## config.mk

```make
export PLATFORM = sky130hd
export DESIGN_NAME = acc_shifter
export DESIGN_NICKNAME = d
export VERILOG_FILES = /design/src/rtl/acc_shifter.sv
export SDC_FILE = /design/constraint.sdc
export NUM_CORES = 1
export LEC_CHECK = 0
export BUFFER_PORTS_ARGS = -buffer_cell sky130_fd_sc_hd__buf_2
export CORE_ASPECT_RATIO = 1.4
export CORE_MARGIN = 2
export CORE_UTILIZATION = 54
export CTS_BUF_LIST = sky130_fd_sc_hd__clkbuf_8
export CTS_CLUSTER_DIAMETER = 150
export CTS_CLUSTER_SIZE = 40
export DETAILED_ROUTE_END_ITERATION = 10
export PLACE_DENSITY = 0.88
export SETUP_SLACK_MARGIN = 0.1
export SYNTH_ARGS = -nofsm -noshare
export SYNTH_HDL_FRONTEND = slang
export SYNTH_SLANG_ARGS = --single-unit
```

## constraint.sdc

```tcl
create_clock -name clk -period 1.9 [get_ports clk]
set_input_delay 0.285 -clock clk [delete_from_list [all_inputs] [get_ports clk]]
set_output_delay 0.285 -clock clk [all_outputs]
set_load 0.05 [all_outputs]
```

## src/rtl/acc_shifter.sv

```systemverilog
module acc_shifter #(
  parameter int WIDTH = 16
) (
  input  logic             clk,
  input  logic             rst_n,
  input  logic             start,
  input  logic [WIDTH-1:0] operand,
  input  logic [2:0]       op,
  input  logic             cnt_sel,
  input  logic [3:0]       imm_cnt,
  input  logic [WIDTH-1:0] reg_cnt,
  input  logic             carry_in,
  output logic             busy,
  output logic             done,
  output logic [WIDTH-1:0] result,
  output logic             carry_we,
  output logic             carry_out,
  output logic             ovf_set,
  output logic             flag_od,
  output logic             flag_ze,
  output logic             flag_ng
);
  localparam int CW = 4;

  logic [WIDTH-1:0] acc, nxt_acc;
  logic [2:0]       op_q;
  logic [CW-1:0]    cnt, n_sel;
  logic             cy, nxt_cy, step_ov, cwe_q, ov_q;
  logic             carry_mode;

  assign n_sel      = cnt_sel ? imm_cnt : reg_cnt[CW-1:0];
  assign carry_mode = ~op_q[1];

  always_comb begin
    nxt_acc = acc;
    nxt_cy  = cy;
    step_ov = 1'b0;
    case (op_q)
      3'd0: begin
        nxt_acc = {acc[WIDTH-2:0], 1'b0};
        nxt_cy  = acc[WIDTH-1];
        step_ov = acc[WIDTH-1] ^ acc[WIDTH-2];
      end
      3'd1: begin
        nxt_acc = {acc[WIDTH-2:0], cy};
        nxt_cy  = acc[WIDTH-1];
      end
      3'd2: nxt_acc = {acc[WIDTH-2:0], 1'b0};
      3'd3: nxt_acc = {acc[WIDTH-2:0], acc[WIDTH-1]};
      3'd4: begin
        nxt_acc = {acc[WIDTH-1], acc[WIDTH-1:1]};
        nxt_cy  = 1'b0;
      end
      3'd5: begin
        nxt_acc = {cy, acc[WIDTH-1:1]};
        nxt_cy  = acc[0];
      end
      3'd6: nxt_acc = {1'b0, acc[WIDTH-1:1]};
      default: nxt_acc = {acc[0], acc[WIDTH-1:1]};
    endcase
  end

  always_ff @(posedge clk) begin
    if (!rst_n) begin
      acc   <= '0;
      op_q  <= '0;
      cnt   <= '0;
      cy    <= 1'b0;
      cwe_q <= 1'b0;
      ov_q  <= 1'b0;
      busy  <= 1'b0;
      done  <= 1'b0;
    end else begin
      done <= 1'b0;
      if (!busy) begin
        if (start) begin
          acc   <= operand;
          op_q  <= op;
          cy    <= carry_in;
          cwe_q <= 1'b0;
          ov_q  <= 1'b0;
          cnt   <= n_sel;
          if (n_sel == '0) done <= 1'b1;
          else             busy <= 1'b1;
        end
      end else begin
        acc   <= nxt_acc;
        cy    <= nxt_cy;
        cwe_q <= carry_mode;
        ov_q  <= ov_q | step_ov;
        cnt   <= cnt - 1'b1;
        if (cnt == 1) begin
          busy <= 1'b0;
          done <= 1'b1;
        end
      end
    end
  end

  assign result    = acc;
  assign carry_out = cy;
  assign carry_we  = cwe_q;
  assign ovf_set   = ov_q;
  assign flag_od   = acc[0];
  assign flag_ze   = (acc == '0);
  assign flag_ng   = acc[WIDTH-1];

  AST_ZERO_COUNT_KEEPS: assert property (@(posedge clk) disable iff (!rst_n)
    (start && !busy && n_sel == '0) |=> (done && result == $past(operand) && !carry_we && !ovf_set));
  AST_RIGHT_ARITH_CLEARS: assert property (@(posedge clk) disable iff (!rst_n)
    (done && carry_we && op_q == 3'd4) |-> !carry_out);
  AST_LOGICAL_NO_CARRY: assert property (@(posedge clk) disable iff (!rst_n)
    (done && op_q[1]) |-> !carry_we);
  AST_OVF_ONLY_LEFT_ARITH: assert property (@(posedge clk) disable iff (!rst_n)
    ovf_set |-> (op_q == 3'd0));
  AST_DONE_WHEN_IDLE: assert property (@(posedge clk) disable iff (!rst_n)
    done |-> !busy);
  AST_BUSY_START_IGNORED: assert property (@(posedge clk) disable iff (!rst_n)
    (busy && start && cnt > 1) |=> (busy && op_q == $past(op_q)));
endmodule

```

==> results of run 1 <==
worst max-delay path, stage by stage (launching register included):
cell,delay (ns)
dfxtp_2,0.35
inv_2,0.06
ha_2,0.16
nor4b_4,0.20
and4_1,0.24
buf_6,0.17
power groups by stage:
stage	clock, mW	sequential [mW]	combinational, mW
after floorplan	0	0.854	0.256
after global placement	0	0.724	0.515
after detailed placement	0	0.726	0.527
after CTS	0.477	0.713	0.534
after global routing	0.502	0.726	0.591
final	0.470	0.717	0.543
metal layers:
metal / up-vias / wire [um]
li1: 792 / -
met1: 763 / 1750
met2: 56 / 2200
met3: 6 / 220
met4: 0 / 56
met5: - / 0
timing repair:
action	4_1_cts	5_1_grt
endpoints found under the setup margin	1	1
pin swaps	0	1
buffers inserted	0	1
gates resized for setup	3	4
through the flow:
step                      total power, mW  area (sq um)  instances  utilization
final                                1.73          2060        285        0.709
after CTS                            1.72          2040        284        0.702
after global placement               1.24          1960        280        0.673
after detailed placement             1.25          1960        280        0.673
after floorplan                      1.11          1670        197            -
after global routing                 1.82          2060        285        0.709
kinds of logic (layout without fill, tap and decap cells):
family	after synthesis	after routing
mux	33	33
buf+inv	25	76
fa+ha+maj	3	3
simple gates	77	77
flops	28	28
compound gates	31	31
final cells by class:
cell class / instances / area (sq um)
fill: 246 / 846
multi-input combinational: 144 / 1010
timing repair buffer: 62 / 334
sequential: 28 / 562
tap: 37 / 46.3
clock inverter: 1 / 30.0
clock buffer: 3 / 41.3
inverter: 10 / 37.5
sequential cells by signal, indices dropped and copies added (netlist names):
name and cells:
ovf_set 1, busy 1, done 1, op_q 3, cnt 4, carry_out 1
carry_we 1, result 16
worst paths after layout:
kind         startpoint    endpoint  cells past startpoint
min reg2reg     op_q[2]     op_q[2]                      2
max          result[14]     flag_ze                      5
min               op[0]     op_q[0]                      3
max reg2reg        busy  result[15]                      3
cell usage in the layout, fill, tap and decap left out, drive strengths merged, types with 2 or more instances in the layout:
cell	n
nor2b	5
nor4	2
a21oi	3
nand3	2
nor2	4
o21ai	5
inv	9
mux2	3
buf	62
o211ai	2
nand2b	3
clkbuf	3
a32oi	2
a21boi	7
and3	15
nand2	37
ha	3
dfxtp	28
a31oi	2
mux2i	30
==> results.yml, run 1 <==
sta:
  drv_slew: 0
  layout_setup_ws_ns: 0.154
  fmax_mhz: 573
  hold_ws_ns: 0.252
  relSlewSlack: 0.683
  finalHoldViolations: 0
  finalCritPeriodShare: 0.919
  fin_crit_ns: 1.75
  rsz0062_at_grt: "false"
  tns_ns: 0
  tightest_slew_ns: 0.475
  setup_viol: 0
  fin_skew_ns: 0.00515
worst_setup_path:
  crit_path_max_fanout: 4
  end_kind: "output port"
  crit_arrival_ns: 1.46
  crit_path_start_kind: "flop"
  reg2reg_setup_slack_ns: 0.38
  cp_data_required_time_ns: 1.62
  path_class: "reg2out"
cts:
  clock_path_buffers: 2
  cts_root_buf: "clkbuf_8"
  cts_tree: "done"
  clock_sink_count: 28
  holdBufCountCts: 0
  htreeDepth: 1
  clk_latency_ns: 0.27
  cts_buffers: 3
  clkSlewWorstSetupHoldPaths_ns: 0.09
synth:
  syn_nets: 244
  postSynthCellCount: 197
  yosys.area_share.simple: 0.237
  synthAdderAreaFrac: 0.0225
  synthMuxAreaShare: 0.200
  ys_async_sr_fraction: 0
  synth.top_cell.area_share: 0.336
  ys_ff_latch: 28
  synth_edf_count: 0
  synth_compound_area_frac: 0.135
  yosys.cell_count.top_type: "nand2_1"
  yosysSeqAreaShare: 0.336
  yosys-top-cells-count: "nand2_1, mux2i_1, dfxtp_1, and3_1, inv_1"
  synth_top_family_by_area: "simple AND/OR/NAND/NOR gates"
  synth_ff_type: "dfxtp_1"
  yosysWarnings: 0
  synth.largest_area_cell: "dfxtp_1"
  ys_types: 43
  netlist_top_cells_area: "dfxtp_1, mux2i_1, nand2_1, and3_1, a21boi_0"
  avgSynthCellArea_sq_um: 8.48
  synth_area_sq_um: 1670
  yosys.area_share.xor_xnor: 0
power:
  switching_power_mw: 0.603
  p_seq_frac: 0.415
  p_leak_nw: 1.00
  pwr-share-clk: 0.271
  switching_share: 0.349
  ir_drop_mv: 0.584
  power_frac_comb: 0.314
  p_int_mw: 1.13
  p_per_area_nw_per_um2: 839
route:
  wl_per_cell_um: 14.8
  ant_nets: 0
  drtPass1Iterations: 4
  route.detailed.drc: 0
  postRouteWirelength_um: 4230
  viasPerCell: 5.67
  drtIter0Drc: 55
  num_vias: 1617
grt:
  busiest_layer: "met2"
  met2_usage: 0.450
  grt_start_max_net_pins: 30
  antenna_found_initial: 0
  grt_use_met1: 0.285
  grt_pass1_wl_um: 6890
  first_global_vias: 1565
  track_usage: 0.245
  met3_usage: 0.0323
  overflow: 0
run:
  drv_cap: 0
final_layout:
  drive_gt1_frac: 0.298
  area_delta_synth_final_pct: 23.4
  finish.net_count: 296
  num_antenna_cells: 0
floorplanning:
  die_x_um: 51.0
  fp-row-count: 23
  io_pins: 68
  core-area_sq_um: 2910
  die_area_sq_um: 3560
  fp.dieH_um: 69.8
  initial_utilization: 0.575
place:
  routabilityCongestion: 0.794
  numPortBuffers: 55
  hpwl_um: 3050
  place_ws_ns: 0.257
outcome:
  status: "finished clean"
hold_path:
  hp-class: "in2reg"
(Power assumes the default switching activity.)
==> inputs of run 2 (changes only) <==
- ABC_AREA: unset -> 1
- CORE_UTILIZATION: 54 -> 53
==> run 2 against run 1 <==
Highest routed layer unchanged. Die area down 3.4%. Power fell by 9.0%. First-iteration DRC count decreased by 11%. Sequential share of layout area increased by 2.0 points. Wire length down 8.6%. Setup slack improved by 0.064 ns. Global-route usage fell by 1.1 points. Clock skew down 0.0036 ns. Via count rose by 6.9%. Clock power down 21%. Area after synthesis is 5.5% lower. Largest cell class unchanged. Critical path type unchanged.
==> results.yml, run 2 <==
grt:
  first_global_vias: 1501
  track_usage: 0.234
  grt_pass1_wl_um: 6240
  antenna_found_initial: 0
  overflow: 0
  grt_start_max_net_pins: 29
floorplanning:
  io_pins: 68
  die_x_um: 50.1
  die_area_sq_um: 3440
  fp-row-count: 23
  initial_utilization: 0.554
  fp.dieH_um: 68.6
  core-area_sq_um: 2850
route:
  viasPerCell: 5.32
  route.detailed.drc: 0
  ant_nets: 0
  drtPass1Iterations: 4
  wl_per_cell_um: 11.9
  drtIter0Drc: 49
  postRouteWirelength_um: 3860
  num_vias: 1729
worst_setup_path:
  crit_arrival_ns: 1.40
  crit_start: "result[15]"
  path_class: "reg2out"
  cp_data_required_time_ns: 1.62
  crit_path_start_kind: "flop"
  timing.rr.start: "busy"
  end_kind: "output port"
  crit_path_max_fanout: 5
synth:
  postSynthCellCount: 238
  ys_async_sr_fraction: 0
  ys_ff_latch: 28
  synth_ff_type: "dfxtp_1"
  avgSynthCellArea_sq_um: 6.63
  yosysWarnings: 0
  synth_area_sq_um: 1580
  synth.top_cell.area_share: 0.355
  netlist_top_cells_area: "dfxtp_1, nand2_1, a21oi_1, a31oi_1, o21ai_0"
  synth_edf_count: 0
  yosys.cell_count.top_type: "nand2_1"
  yosys-top-cells-count: "nand2_1, dfxtp_1, inv_1, a21oi_1, nor2_1"
  ys_types: 24
  yosysSeqAreaShare: 0.355
  synth.largest_area_cell: "dfxtp_1"
  syn_nets: 285
power:
  ir_drop_mv: 0.545
  finalPower_mw: 1.57
  p_leak_nw: 0.906
  p_per_area_nw_per_um2: 823
sta:
  fin_crit_ns: 1.68
  tns_ns: 0
  relSlewSlack: 0.682
  finalCritPeriodShare: 0.885
  drv_slew: 0
  fmax_mhz: 595
  fin_skew_ns: 0.00160
  finalHoldViolations: 0
  rsz0062_at_grt: "false"
  tightest_slew_ns: 0.477
  setup_viol: 0
final_layout:
  final_cell_mix: "nand2_1, buf_2, dfxtp_1, inv_1, a21oi_1"
  final_common_cell: "nand2_1"
  num_antenna_cells: 0
  nFillCells: 276
  area_delta_synth_final_pct: 21.2
  seqCellArea_sq_um: 561
  multiInputGateArea_sq_um: 835
  largest_reg_flops: 16
  finish.net_count: 336
  drive_gt1_frac: 0.253
place:
  routabilityCongestion: 0.857
  numPortBuffers: 55
  hpwl_um: 2800
hold_path:
  hp-class: "in2reg"
  min_from: "operand[8]"
outcome:
  status: "finished clean"
cts:
  clock_path_buffers: 2
  htreeDepth: 1
  holdBufCountCts: 0
  clock_sink_count: 28
  clk_latency_ns: 0.27
  post_cts_buffers: 0
  cts_root_buf: "clkbuf_8"
  clkSlewWorstSetupHoldPaths_ns: 0.09
  cts_resized: 0
  cts_buffers: 3
  cts_tree: "done"
run:
  drv_cap: 0
run 2: report_power, final:
group / switching [mW] / internal, mW / total [mW]
clock network: 0.185 / 0.186 / 0.370
registers: 0.0475 / 0.639 / 0.687
logic: 0.363 / 0.155 / 0.518
total: 0.595 / 0.979 / 1.57
run 2: worst paths after layout:
path / endpoint / slack (ns) / depth (start not counted)
min reg2reg: carry_we / 0.46 / 2
max reg2reg: result[0] / 0.56 / 7
max: flag_ze / 0.22 / 5
min: result[8] / 0.26 / 3
run 2: routing by layer:
metal,track usage,up-vias,wire length [um]
met5,0,-,0
met4,0.0972,0,55
met3,0.0323,5,208
met2,0.433,56,1980
met1,0.269,787,1620
li1,-,881,-
run 2: worst max-delay path: stages, from the launching register on:
cell and delay [ns]:
dfxtp_1 0.33, inv_1 0.14, ha_1 0.19, nand4_1 0.14, nor3_4 0.14, buf_6 0.18
run 2: cell type report:
type,count,share of cell area
Multi-Input combinational cell,169,0.436
Sequential cell,28,0.293
Timing Repair Buffer,59,0.163
Inverter,28,0.0549
Clock buffer,4,0.0288
Tap cell,37,0.0242
run 2: logic make-up after synthesis:
group / count (synthesis) / share of synthesized area
buf+inv: 41 / 0.124
compound gates: 62 / 0.219
flops: 28 / 0.355
simple gates: 104 / 0.279
fa+ha+maj: 3 / 0.0238
run 2: metrics by stage:
step	area (sq um)	util	worst slack [ns]	instances	hold slack [ns]
after global routing	1910	0.671	0.107	325	0.265
after floorplan	1590	-	0.241	238	0.383
after detailed placement	1850	0.650	0.441	321	0.453
after CTS	1910	0.669	0.114	325	0.262
after global placement	1850	0.650	0.437	321	0.446
final	1910	0.671	0.218	325	0.263
